**config.mk**
```make
export PLATFORM = sky130hd
export DESIGN_NAME = hcc_ctrl
export DESIGN_NICKNAME = d
export VERILOG_FILES = /design/src/rtl/hcc_pkg.sv /design/src/rtl/hcc_band.sv /design/src/rtl/hcc_dirlatch.sv /design/src/rtl/hcc_deadtime.sv /design/src/rtl/hcc_ctrl.sv
export SDC_FILE = /design/constraint.sdc
export NUM_CORES = 1
export LEC_CHECK = 0
export ABC_AREA = 0
export ABC_CLOCK_PERIOD_IN_PS = 4000
export BUFFER_PORTS_ARGS = -buffer_cell sky130_fd_sc_hd__buf_4
export CAP_MARGIN = 20
export CELL_PAD_IN_SITES_DETAIL_PLACEMENT = 2
export CELL_PAD_IN_SITES_GLOBAL_PLACEMENT = 2
export CORE_AREA = 3 3 168 170
export DETAILED_ROUTE_END_ITERATION = 6
export DIE_AREA = 0 0 171 173
export PLACE_DENSITY_LB_ADDON = 0.1
export REMOVE_ABC_BUFFERS = 1
export SETUP_SLACK_MARGIN = 0.02
export SLEW_MARGIN = 20
export SYNTH_ARGS = -nofsm -noshare
export SYNTH_HDL_FRONTEND = slang
export SYNTH_HIERARCHICAL = 1
export SYNTH_SLANG_ARGS = --single-unit
```
**constraint.sdc**
```tcl
create_clock -name clk -period 4 [get_ports clk]
set_input_delay 0.2 -clock clk [delete_from_list [all_inputs] [get_ports clk]]
set_output_delay 0.2 -clock clk [all_outputs]
set_load 0.03 [all_outputs]
```
**src/rtl/hcc_pkg.sv**
```systemverilog
// Shared types for the hysteresis current controller.
package hcc_pkg;
    // Leg direction: NONE until first decision, UP drives current up, DOWN drives it down.
    typedef enum logic [1:0] {
        DRV_NONE = 2'd0,
        DRV_UP   = 2'd1,
        DRV_DOWN = 2'd2
    } drive_t;
endpackage

```
**src/rtl/hcc_band.sv**
```systemverilog
// Saturating band limits: upper = ref + h, lower = ref - h, clamped to the
// signed W-bit range. Assumes h is non-negative. clk/rst_n serve the checks only.
module hcc_band #(
    parameter int W = 12
) (
    input  logic                clk,
    input  logic                rst_n,
    input  logic signed [W-1:0] ref_i,
    input  logic signed [W-1:0] hyst_i,
    output logic signed [W-1:0] upper_o,
    output logic signed [W-1:0] lower_o
);
    localparam logic signed [W:0] MAXV = (W+1)'((2**(W-1)) - 1);
    localparam logic signed [W:0] MINV = -(W+1)'(2**(W-1));

    logic signed [W:0] r_ext, h_ext, sum_up, sum_dn;

    // Widen by one bit and clamp both sums.
    always_comb begin
        r_ext  = {ref_i[W-1], ref_i};
        h_ext  = {hyst_i[W-1], hyst_i};
        sum_up = r_ext + h_ext;
        sum_dn = r_ext - h_ext;
        upper_o = (sum_up > MAXV) ? MAXV[W-1:0] : sum_up[W-1:0];
        lower_o = (sum_dn < MINV) ? MINV[W-1:0] : sum_dn[W-1:0];
    end

    // with a non-negative band the limits never cross the reference.
    a_r2_upper_ge_ref: assert property (@(posedge clk) disable iff (!rst_n)
        !hyst_i[W-1] |-> (upper_o >= ref_i));
    a_r2_lower_le_ref: assert property (@(posedge clk) disable iff (!rst_n)
        !hyst_i[W-1] |-> (lower_o <= ref_i));
endmodule

```
**src/rtl/hcc_dirlatch.sv**
```systemverilog
// Set/reset direction state of one leg. Updates only on a qualified sample;
// inside the band or without a sample the direction is held.
module hcc_dirlatch
    import hcc_pkg::*;
#(
    parameter int W = 12
) (
    input  logic                clk,
    input  logic                rst_n,
    input  logic                sample_i,
    input  logic signed [W-1:0] fb_i,
    input  logic signed [W-1:0] upper_i,
    input  logic signed [W-1:0] lower_i,
    output drive_t              dir_o
);
    // Set on excursion above, reset on excursion below, hold otherwise.
    always_ff @(posedge clk) begin
        if (!rst_n) begin
            dir_o <= DRV_NONE;
        end else if (sample_i) begin
            if (fb_i > upper_i) begin
                dir_o <= DRV_DOWN;
            end else if (fb_i < lower_i) begin
                dir_o <= DRV_UP;
            end
        end
    end

    // excursions pick the opposing direction.
    a_r3_above_goes_down: assert property (@(posedge clk) disable iff (!rst_n)
        (sample_i && (fb_i > upper_i)) |=> (dir_o == DRV_DOWN));
    a_r3_below_goes_up: assert property (@(posedge clk) disable iff (!rst_n)
        (sample_i && (fb_i < lower_i) && (fb_i <= upper_i)) |=> (dir_o == DRV_UP));
    // in-band sample holds.
    a_r4_inband_hold: assert property (@(posedge clk) disable iff (!rst_n)
        (sample_i && (fb_i <= upper_i) && (fb_i >= lower_i)) |=> $stable(dir_o));
    // no sample, no change.
    a_r5_no_sample_hold: assert property (@(posedge clk) disable iff (!rst_n)
        !sample_i |=> $stable(dir_o));
endmodule

```
**src/rtl/hcc_deadtime.sv**
```systemverilog
// Gate generator with blanking. On any change of target the active gate drops
// at once, a counter of DEAD_CYC cycles runs with both gates low, then the new
// gate rises. Assumes DEAD_CYC >= 1.
module hcc_deadtime
    import hcc_pkg::*;
#(
    parameter int DEAD_CYC = 100
) (
    input  logic   clk,
    input  logic   rst_n,
    input  logic   enable_i,
    input  drive_t dir_i,
    output logic   gate_hi_o,
    output logic   gate_lo_o
);
    localparam int CW = $clog2(DEAD_CYC + 1);
    localparam logic [CW-1:0] DEAD = CW'(DEAD_CYC);

    drive_t        target;
    logic [CW-1:0] cnt;
    logic          mismatch;

    // Target is the latched direction, or nothing when disabled.
    always_comb begin
        target   = enable_i ? dir_i : DRV_NONE;
        mismatch = (gate_hi_o && (target != DRV_UP)) ||
                   (gate_lo_o && (target != DRV_DOWN));
    end

    // Drop, blank for DEAD cycles, then raise the gate matching the target.
    always_ff @(posedge clk) begin
        if (!rst_n) begin
            gate_hi_o <= 1'b0;
            gate_lo_o <= 1'b0;
            cnt       <= DEAD;
        end else if (target == DRV_NONE || mismatch) begin
            gate_hi_o <= 1'b0;
            gate_lo_o <= 1'b0;
            cnt       <= DEAD;
        end else if (!gate_hi_o && !gate_lo_o) begin
            if (cnt == '0) begin
                gate_hi_o <= (target == DRV_UP);
                gate_lo_o <= (target == DRV_DOWN);
            end else begin
                cnt <= cnt - 1'b1;
            end
        end
    end

    // Check-only run length of cycles with both gates low, saturating at DEAD.
    logic [CW-1:0] low_run;
    always_ff @(posedge clk) begin
        if (!rst_n) begin
            low_run <= '0;
        end else if (gate_hi_o || gate_lo_o) begin
            low_run <= '0;
        end else if (low_run != DEAD) begin
            low_run <= low_run + 1'b1;
        end
    end

    // never both on.
    a_r7_no_overlap: assert property (@(posedge clk) disable iff (!rst_n)
        !(gate_hi_o && gate_lo_o));
    // every rising gate follows a full blanking window.
    a_r7_blank_before_rise: assert property (@(posedge clk) disable iff (!rst_n)
        ($rose(gate_hi_o) || $rose(gate_lo_o)) |-> (low_run == DEAD));
    // disable turns the leg off by the next edge.
    a_r9_disable_off: assert property (@(posedge clk) disable iff (!rst_n)
        !enable_i |=> (!gate_hi_o && !gate_lo_o));
endmodule

```
**src/rtl/hcc_ctrl.sv**
```systemverilog
// Three-phase sampled hysteresis current controller. Holds the shared band
// half-width, and per phase computes saturating limits, latches a direction
// on qualified samples and drives blanked complementary gates.
module hcc_ctrl
    import hcc_pkg::*;
#(
    parameter int W        = 12,
    parameter int PHASES   = 3,
    parameter int DEAD_CYC = 100
) (
    input  logic                clk,
    input  logic                rst_n,
    input  logic                enable,
    input  logic                cfg_load,
    input  logic [W-1:0]        hyst_in,
    input  logic [PHASES*W-1:0] ref_in,
    input  logic [PHASES*W-1:0] fb_in,
    input  logic [PHASES-1:0]   fb_valid,
    output logic [PHASES-1:0]   gate_hi,
    output logic [PHASES-1:0]   gate_lo
);
    logic signed [W-1:0] hyst_q;
    logic                cfg_loaded;

    // Configuration register and its loaded flag.
    always_ff @(posedge clk) begin
        if (!rst_n) begin
            hyst_q     <= '0;
            cfg_loaded <= 1'b0;
        end else if (cfg_load) begin
            hyst_q     <= hyst_in;
            cfg_loaded <= 1'b1;
        end
    end

    for (genvar p = 0; p < PHASES; p++) begin : g_leg
        logic signed [W-1:0] upper, lower;
        drive_t              dir;

        hcc_band #(.W(W)) u_band (
            .clk     (clk),
            .rst_n   (rst_n),
            .ref_i   (ref_in[p*W +: W]),
            .hyst_i  (hyst_q),
            .upper_o (upper),
            .lower_o (lower)
        );

        hcc_dirlatch #(.W(W)) u_dir (
            .clk      (clk),
            .rst_n    (rst_n),
            .sample_i (fb_valid[p] && cfg_loaded),
            .fb_i     (fb_in[p*W +: W]),
            .upper_i  (upper),
            .lower_i  (lower),
            .dir_o    (dir)
        );

        hcc_deadtime #(.DEAD_CYC(DEAD_CYC)) u_dt (
            .clk       (clk),
            .rst_n     (rst_n),
            .enable_i  (enable),
            .dir_i     (dir),
            .gate_hi_o (gate_hi[p]),
            .gate_lo_o (gate_lo[p])
        );
    end

    // no gate can be on before a configuration is loaded.
    a_r6_off_until_loaded: assert property (@(posedge clk) disable iff (!rst_n)
        !cfg_loaded |-> ((gate_hi == '0) && (gate_lo == '0)));
endmodule

```
==> metrics.yaml, run 1 <==
die-area_mm2: 0.0296
htree_levels: 2
ir_worst_vdd_mv: 0.155
area_growth_pct: 29.3
cts-buffers-inserted: 5
drtIter0Drc: 205
min_path_type: "in2reg"
ys_warn_count: 6
final_cell_mix: "buf_4, inv_1, ha_1"
synth_seq_area_share_pct: 11.4
gr-total-overflow: 0
worstPathRequired_ns: 4.20
wl_per_cell_um: 18.7
antenna_found_initial: 2
finalHoldViolations: 0
track_usage_pct: 18.9
synth-adder-area-share_pct: 23.8
tritoncts: "built"
drv_slew: 0
fin_crit_ns: 3.81
rrSetupSlack_ns: 0.19
cpPeakStageDelay_ns: 0.38
hold_path_depth: 3
avgSynthCellArea_um2: 7.89
holdWs_ns: 0.164
clock_path_buffers: 2
cts_num_sinks: 46
async_flop_share_pct: 0
port-buffer-count: 96
ys_ff_latch: 46
path_buf_inv: 3
critPathLaunchType: "flop"
finalClockSkew_ns: 0.00591
fin_nets: 1445
row_count: 60
first_pass_iters: 4
synth_edf_count: 0
outcome: "complete, no violations"
p_per_area_mw_per_mm2: 244
clock_latency_ns: 0.30
cap_violations: 0
avgViaCountPerCell: 5.21
io-pin-count: 97
gp_congestion: 0.800
fin_util_pct: 38.8
dieHeight_um: 173
coreArea_mm2: 0.0269
vias: 8060
cts_root_buf: "clkbuf_16"
slowest_stage: "o41a_1"
worstMarginPinSlew_ns: 0.660
setup_slack_ns: 0.188
critPathArrivalTime_ns: 4.01
initial_core_util_pct: 30.0
synth_ff_type: "dfxtp_1"
criticalPathCategory: "reg2reg"
fmax_mhz: 262
drive_gt1_share_pct: 29.4
die_x_um: 171
postRouteAntennaNets: 0
synth-xor-area-share_pct: 3.37
final_common_cell: "buf_4"
grt_pass1_wl_mm: 45.2
yosys.area_share.simple_pct: 21.4
syn_area_mm2: 0.00807
worstSetupEndpointType: "flop"
hp-start: "hyst_in[10]"
critPathTopFamily: "compound AO/OA/AOI/OAI gates"
ys_types: 87
relSlewSlack_pct: 55.6
drcViolationCount: 0
period_share_pct: 95.3
clk_transition_reported_paths_ns: 0.08
worst_hold_path.endpoint: "hyst_q[10]"
dpl.hpwl_mm: 24.1
wl_mm: 29.0
place_ws_ns: -0.139
first_global_vias: 8542
crit_fanout: 5
grt_max_degree: 26
reg2reg_to: "g_leg[1].u_dir/dir_o[0]"
synth_top_family_by_area: "compound AO/OA/AOI/OAI gates"
timing.rr.start: "hyst_q[1]"
p_leak_uw: 0.00474
finalSetupViolations: 0
synth_cells: 1023
r2r_cells: 16
synth-compound-area-share_pct: 28.0
path_cells: "inv_1 -> ha_4 -> nor2b_2 -> o31a_1 -> o41a_1 -> a21o_1 -> a31o_4 -> buf_4 -> nor3b_2 -> inv_1 -> ha_4 -> and4_4 -> nand4_1 -> a221o_1 -> and3_4 -> o311a_1"
muxShareOfSynthArea_pct: 1.86
[through the flow]
| step | instances | TNS [ns] | cell area (µm²) | power (µW) |
|---|---|---|---|---|
| 2_1_floorplan | 997 | 0 | 7870 | 1420 |
| 3_3_place_gp | 1506 | -0.0944 | 9550 | 1890 |
| 3_5_place_dp | 1506 | -0.520 | 9550 | 1930 |
| 4_1_cts | 1519 | 0 | 9800 | 2430 |
| 5_1_grt | 1547 | -0.0140 | 10400 | 2790 |
| 6_report | 1548 | 0 | 10400 | 2540 |
[per-layer routing]
layer	GRT usage, %	routed length [µm]
met1	25.3	13400
met2	33.1	14500
met3	1.85	638
met4	3.32	399
met5	0	0
[power breakdown]
group          switching [µW]  total, µW  leakage [µW]  internal (µW)
Combinational             855       1590       0.00430            735
Sequential               20.7        496      0.000377            476
Clock                     222        457     0.0000665            235
Total                    1100       2540       0.00474           1450
[Yosys cell counts, drive strengths merged (6+ instances only)]
| master | instances | area share (%) |
|---|---|---|
| inv | 163 | 7.6 |
| buf | 18 | 2.1 |
| o311a | 7 | 0.87 |
| o21ai | 56 | 3.8 |
| nand4 | 18 | 1.4 |
| or3 | 12 | 0.93 |
| o31ai | 12 | 1.5 |
| a211oi | 34 | 3.4 |
| nand2 | 36 | 1.7 |
| and2 | 12 | 0.98 |
| o21a | 21 | 2.1 |
| or4 | 11 | 1.2 |
| nand3b | 9 | 0.84 |
| mux2i | 15 | 1.9 |
| nor2b | 32 | 2.5 |
| or2 | 8 | 0.68 |
| o211ai | 10 | 1.1 |
| a21oi | 59 | 3.8 |
| nor3 | 27 | 2.1 |
| a2111oi | 10 | 2.1 |
| nor3b | 7 | 0.99 |
| and3 | 7 | 0.54 |
| nand2b | 17 | 1.3 |
| nor2 | 77 | 3.6 |
| clkbuf | 8 | 0.39 |
| dfxtp | 46 | 11 |
| fa | 6 | 1.5 |
| xnor2 | 21 | 2.3 |
| ha | 144 | 22 |
| nor4 | 6 | 0.47 |
| a211o | 6 | 0.65 |
| nand3 | 10 | 0.62 |
| a221o | 7 | 0.87 |
| xor2 | 10 | 1.1 |
| a21o | 19 | 1.8 |
[flip-flops by register name, summed over array words and instances (netlist names)]
name	count
g_leg.u_dt/cnt	21
hyst_q	12
g_leg.u_dir/dir_o	6
g_leg.u_dt/gate_hi_o	3
g_leg.u_dt/gate_lo_o	3
cfg_loaded	1
[worst register-to-register path: stages (launching register included)]
cell and delay, ns:
dfxtp_2 0.32, inv_1 0.10, ha_4 0.21, nor2b_2 0.15, o31a_1 0.31, o41a_1 0.38
a21o_1 0.20, a31o_4 0.25, buf_4 0.15, nor3b_2 0.14, inv_1 0.09, ha_4 0.27
and4_4 0.23, nand4_1 0.12, a221o_1 0.31, and3_4 0.16, o311a_1 0.32
[worst max-delay path by stage]
stage                     depth (start not counted)       from                      end  slack [ns]
after detailed placement                         17  hyst_q[0]  g_leg[0].u_dir/dir_o[0]       -0.14
after global routing                             16  hyst_q[3]  g_leg[0].u_dir/dir_o[0]      -0.008
after floorplan                                  15  hyst_q[1]  g_leg[1].u_dir/dir_o[0]        0.30
after CTS                                        17  hyst_q[2]  g_leg[1].u_dir/dir_o[0]        0.02
after global placement                           14  hyst_q[1]  g_leg[1].u_dir/dir_o[1]       -0.05
final                                            16  hyst_q[1]  g_leg[1].u_dir/dir_o[0]        0.19
[kinds of logic after synthesis]
| kind of cell | count (synthesis) |
|---|---|
| AO/OA/AOI/OAI | 289 |
| XOR/XNOR | 31 |
| adder cells (fa/ha/maj) | 150 |
| buffers and inverters | 189 |
| flip-flops | 46 |
| multiplexers | 15 |
| AND/OR/NAND/NOR | 303 |
[timing repair]
| action | CTS | global route |
|---|---|---|
| pin swaps | 12 | 66 |
| setup buffers | 5 | 27 |
| hold buffers | 0 | 0 |
| setup endpoints to repair | 6 | 6 |
| gates resized for setup | 14 | 93 |
[layout make-up]
class,instances,area [µm²]
Sequential cell,46,930
Inverter,163,619
Clock inverter,3,23.8
Multi-Input combinational cell,788,6780
Timing Repair Buffer,200,1520
Tap cell,341,427
Antenna cell,2,5.00
Fill cell,3104,16400
Clock buffer,5,125
(Power assumes the default switching activity.)
==> run 2: changes to the inputs <==
- REMOVE_ABC_BUFFERS: 1 -> default
==> run 2 against run 1 <==
Highest routed layer unchanged. Design area fell by 3.5%. Non-clock buffer count fell by 33. Critical path depth did not move.
==> metrics.yaml, run 2 (synthesis results as in run 1) <==
outcome: "complete, no violations"
top_register: "g_leg.u_dt/cnt"
final_common_cell: "buf_4"
final_cell_mix: "buf_4, inv_1, ha_1"
drv_slew: 0  # unchanged
postRouteAntennaNets: 0  # unchanged
timing.rr.start: "hyst_q[1]"
fin_nets: 1412  # -2.3%
critPathLaunchType: "flop"
track_usage_pct: 18.6  # -0.32 points
hp-start: "hyst_in[10]"
drive_gt1_share_pct: 25.7  # -3.7 points
holdWs_ns: 0.164  # +0.000222 ns
setup_slack_ns: 0.129  # -0.0585 ns
largest_register_ffs: 21  # unchanged
critPathArrivalTime_ns: 4.06  # +0.05 ns
clock_latency_ns: 0.30  # about the same
stdcell_count: 1514  # -2.2%
finalSetupViolations: 0  # unchanged
grt_max_degree: 26  # unchanged
gp_congestion: 0.763  # -4.6%
cpMostUsedCell: "inv_1"
worstSetupEndpointType: "flop"
critPathLaunch: "hyst_q[1]"
wl_mm: 28.4  # -2.0%
initial_core_util_pct: 30.0  # unchanged
wl_per_cell_um: 18.7  # +0.24%
p_per_area_mw_per_mm2: 248  # +1.9%
cap_violations: 0  # unchanged
cts-buffers-inserted: 5  # unchanged
relSlewSlack_pct: 54.9  # -0.75 points
slowest_stage: "o41a_1"
syn-num-nets: 1264
place_ws_ns: -0.117  # +0.0214 ns
drcViolationCount: 0  # unchanged
rrSetupSlack_ns: 0.13  # -0.06 ns
die_x_um: 171  # unchanged
rsz0062_at_grt: "true"
dpl.hpwl_mm: 23.9  # -0.66%
cts_root_buf: "clkbuf_16"
io-pin-count: 97  # unchanged
min_path_type: "in2reg"
worstPathRequired_ns: 4.19  # about the same
finalClockSkew_ns: 0.00611  # +0.000203 ns
clock_path_buffers: 2  # unchanged
first_pass_iters: 4  # unchanged
gr-total-overflow: 0  # unchanged
area_growth_pct: 24.8
fin_util_pct: 37.5  # -1.4 points
ir_worst_vdd_mv: 0.159  # +2.5%
drtIter0Drc: 207  # +0.98%
dp.cells: 1495  # -0.73%
top_regs: "g_leg.u_dt/cnt x21, hyst_q x12, g_leg.u_dir/dir_o x6"
grt_pass1_wl_mm: 44.9  # -0.60%
clk_transition_reported_paths_ns: 0.07  # about the same
criticalPathCategory: "reg2reg"
finalHoldViolations: 0  # unchanged
worstMarginPinSlew_ns: 0.671  # +0.0112 ns
row_count: 60  # unchanged
crit_fanout: 6  # +1
coreArea_mm2: 0.0269  # unchanged
antenna_found_initial: 0  # -2
avgViaCountPerCell: 5.20  # about the same
p_leak_uw: 0.00462  # -2.7%
dieHeight_um: 173  # unchanged
htree_levels: 2  # unchanged
path_cells: "inv_1 -> ha_4 -> nor2b_1 -> o31a_1 -> o41a_1 -> a21o_1 -> a31o_4 -> buf_4 -> nor2_1 -> inv_1 -> ha_1 -> and4_4 -> nand4_1 -> a221o_1 -> and3_1 -> o311a_1"
cpPeakStageDelay_ns: 0.44  # +0.06 ns
vias: 7880  # -2.2%
fin_crit_ns: 3.87  # +0.0585 ns
cts_num_sinks: 46  # unchanged
first_global_vias: 8267  # -3.2%
fmax_mhz: 258  # -1.5%
die-area_mm2: 0.0296  # unchanged
port-buffer-count: 96  # unchanged
tritoncts: "built"
period_share_pct: 96.8  # +1.5 points
run 2: cell count changes in the layout (fill, tap and decap cells not counted), moves of 4 or more:
cell	change
buf_4	-32
a21oi_1	+6
inv_1	+6
a21oi_2	-5
dfxtp_1	-5
ha_4	-5
clkinvlp_4	-4
ha_1	+4
inv_2	-4
run 2: routing by layer:
layer | up-vias | GRT usage [%] | part of all wire (%)
met5 | - | 0 | 0
met4 | 0 | 3.09 | 1.2
met3 | 22 | 1.19 | 1.4
met2 | 69 | 31.2 | 48
met1 | 3826 | 26.5 | 49
li1 | 3963 | - | -
run 2: worst max-delay path: cells and delay by family, from the launching register on:
family                     cells  cell delay (ns)
buffers and inverters          3             0.32
DFF                            1             0.33
AOI/OAI and AO/OA              6             1.84
and+or+nand+nor                5             0.74
adders and majority gates      2             0.53
run 2: where the power goes:
group	total [µW]	switching [µW]	internal (µW)	leakage, µW
Clock	502	206	297	0.0000842
Combinational	1490	810	682	0.00415
Sequential	506	30.8	476	0.000379
run 2: repair_timing:
action,CTS,global route
hold buffers,0,0
setup endpoints to repair,6,6
setup buffers,0,10
gates resized for setup,11,68
pin swaps,0,29
run 2: stage by stage:
| stage | total power (µW) | cell area, µm² | setup TNS [ns] |
|---|---|---|---|
| CTS | 2460 | 9690 | 0 |
| floorplan | 1460 | 8070 | 0 |
| global placement | 1890 | 9500 | -0.0674 |
| finish | 2500 | 10100 | 0 |
| global route | 2750 | 10100 | -0.147 |
| detailed placement | 1930 | 9500 | -0.332 |
run 2: path summary, 6_finish.rpt:
path / endpoint / cells after the start
worst max-delay path: g_leg[1].u_dir/dir_o[0] / 16
worst max register to register: g_leg[1].u_dir/dir_o[0] / 16
worst min-delay path: hyst_q[10] / 3
worst min register to register: g_leg[0].u_dt/cnt[1] / 2
run 2: area by class of cell:
class / instances / area, µm²
clock buffers: 5 / 125
clock inverters: 3 / 43.8
flip-flops and latches: 46 / 943
fillers: 3138 / 16800
multi-input cells: 788 / 6630
well taps: 341 / 427
diodes: 1 / 2.50
repair buffers: 167 / 1290
inverters: 163 / 612
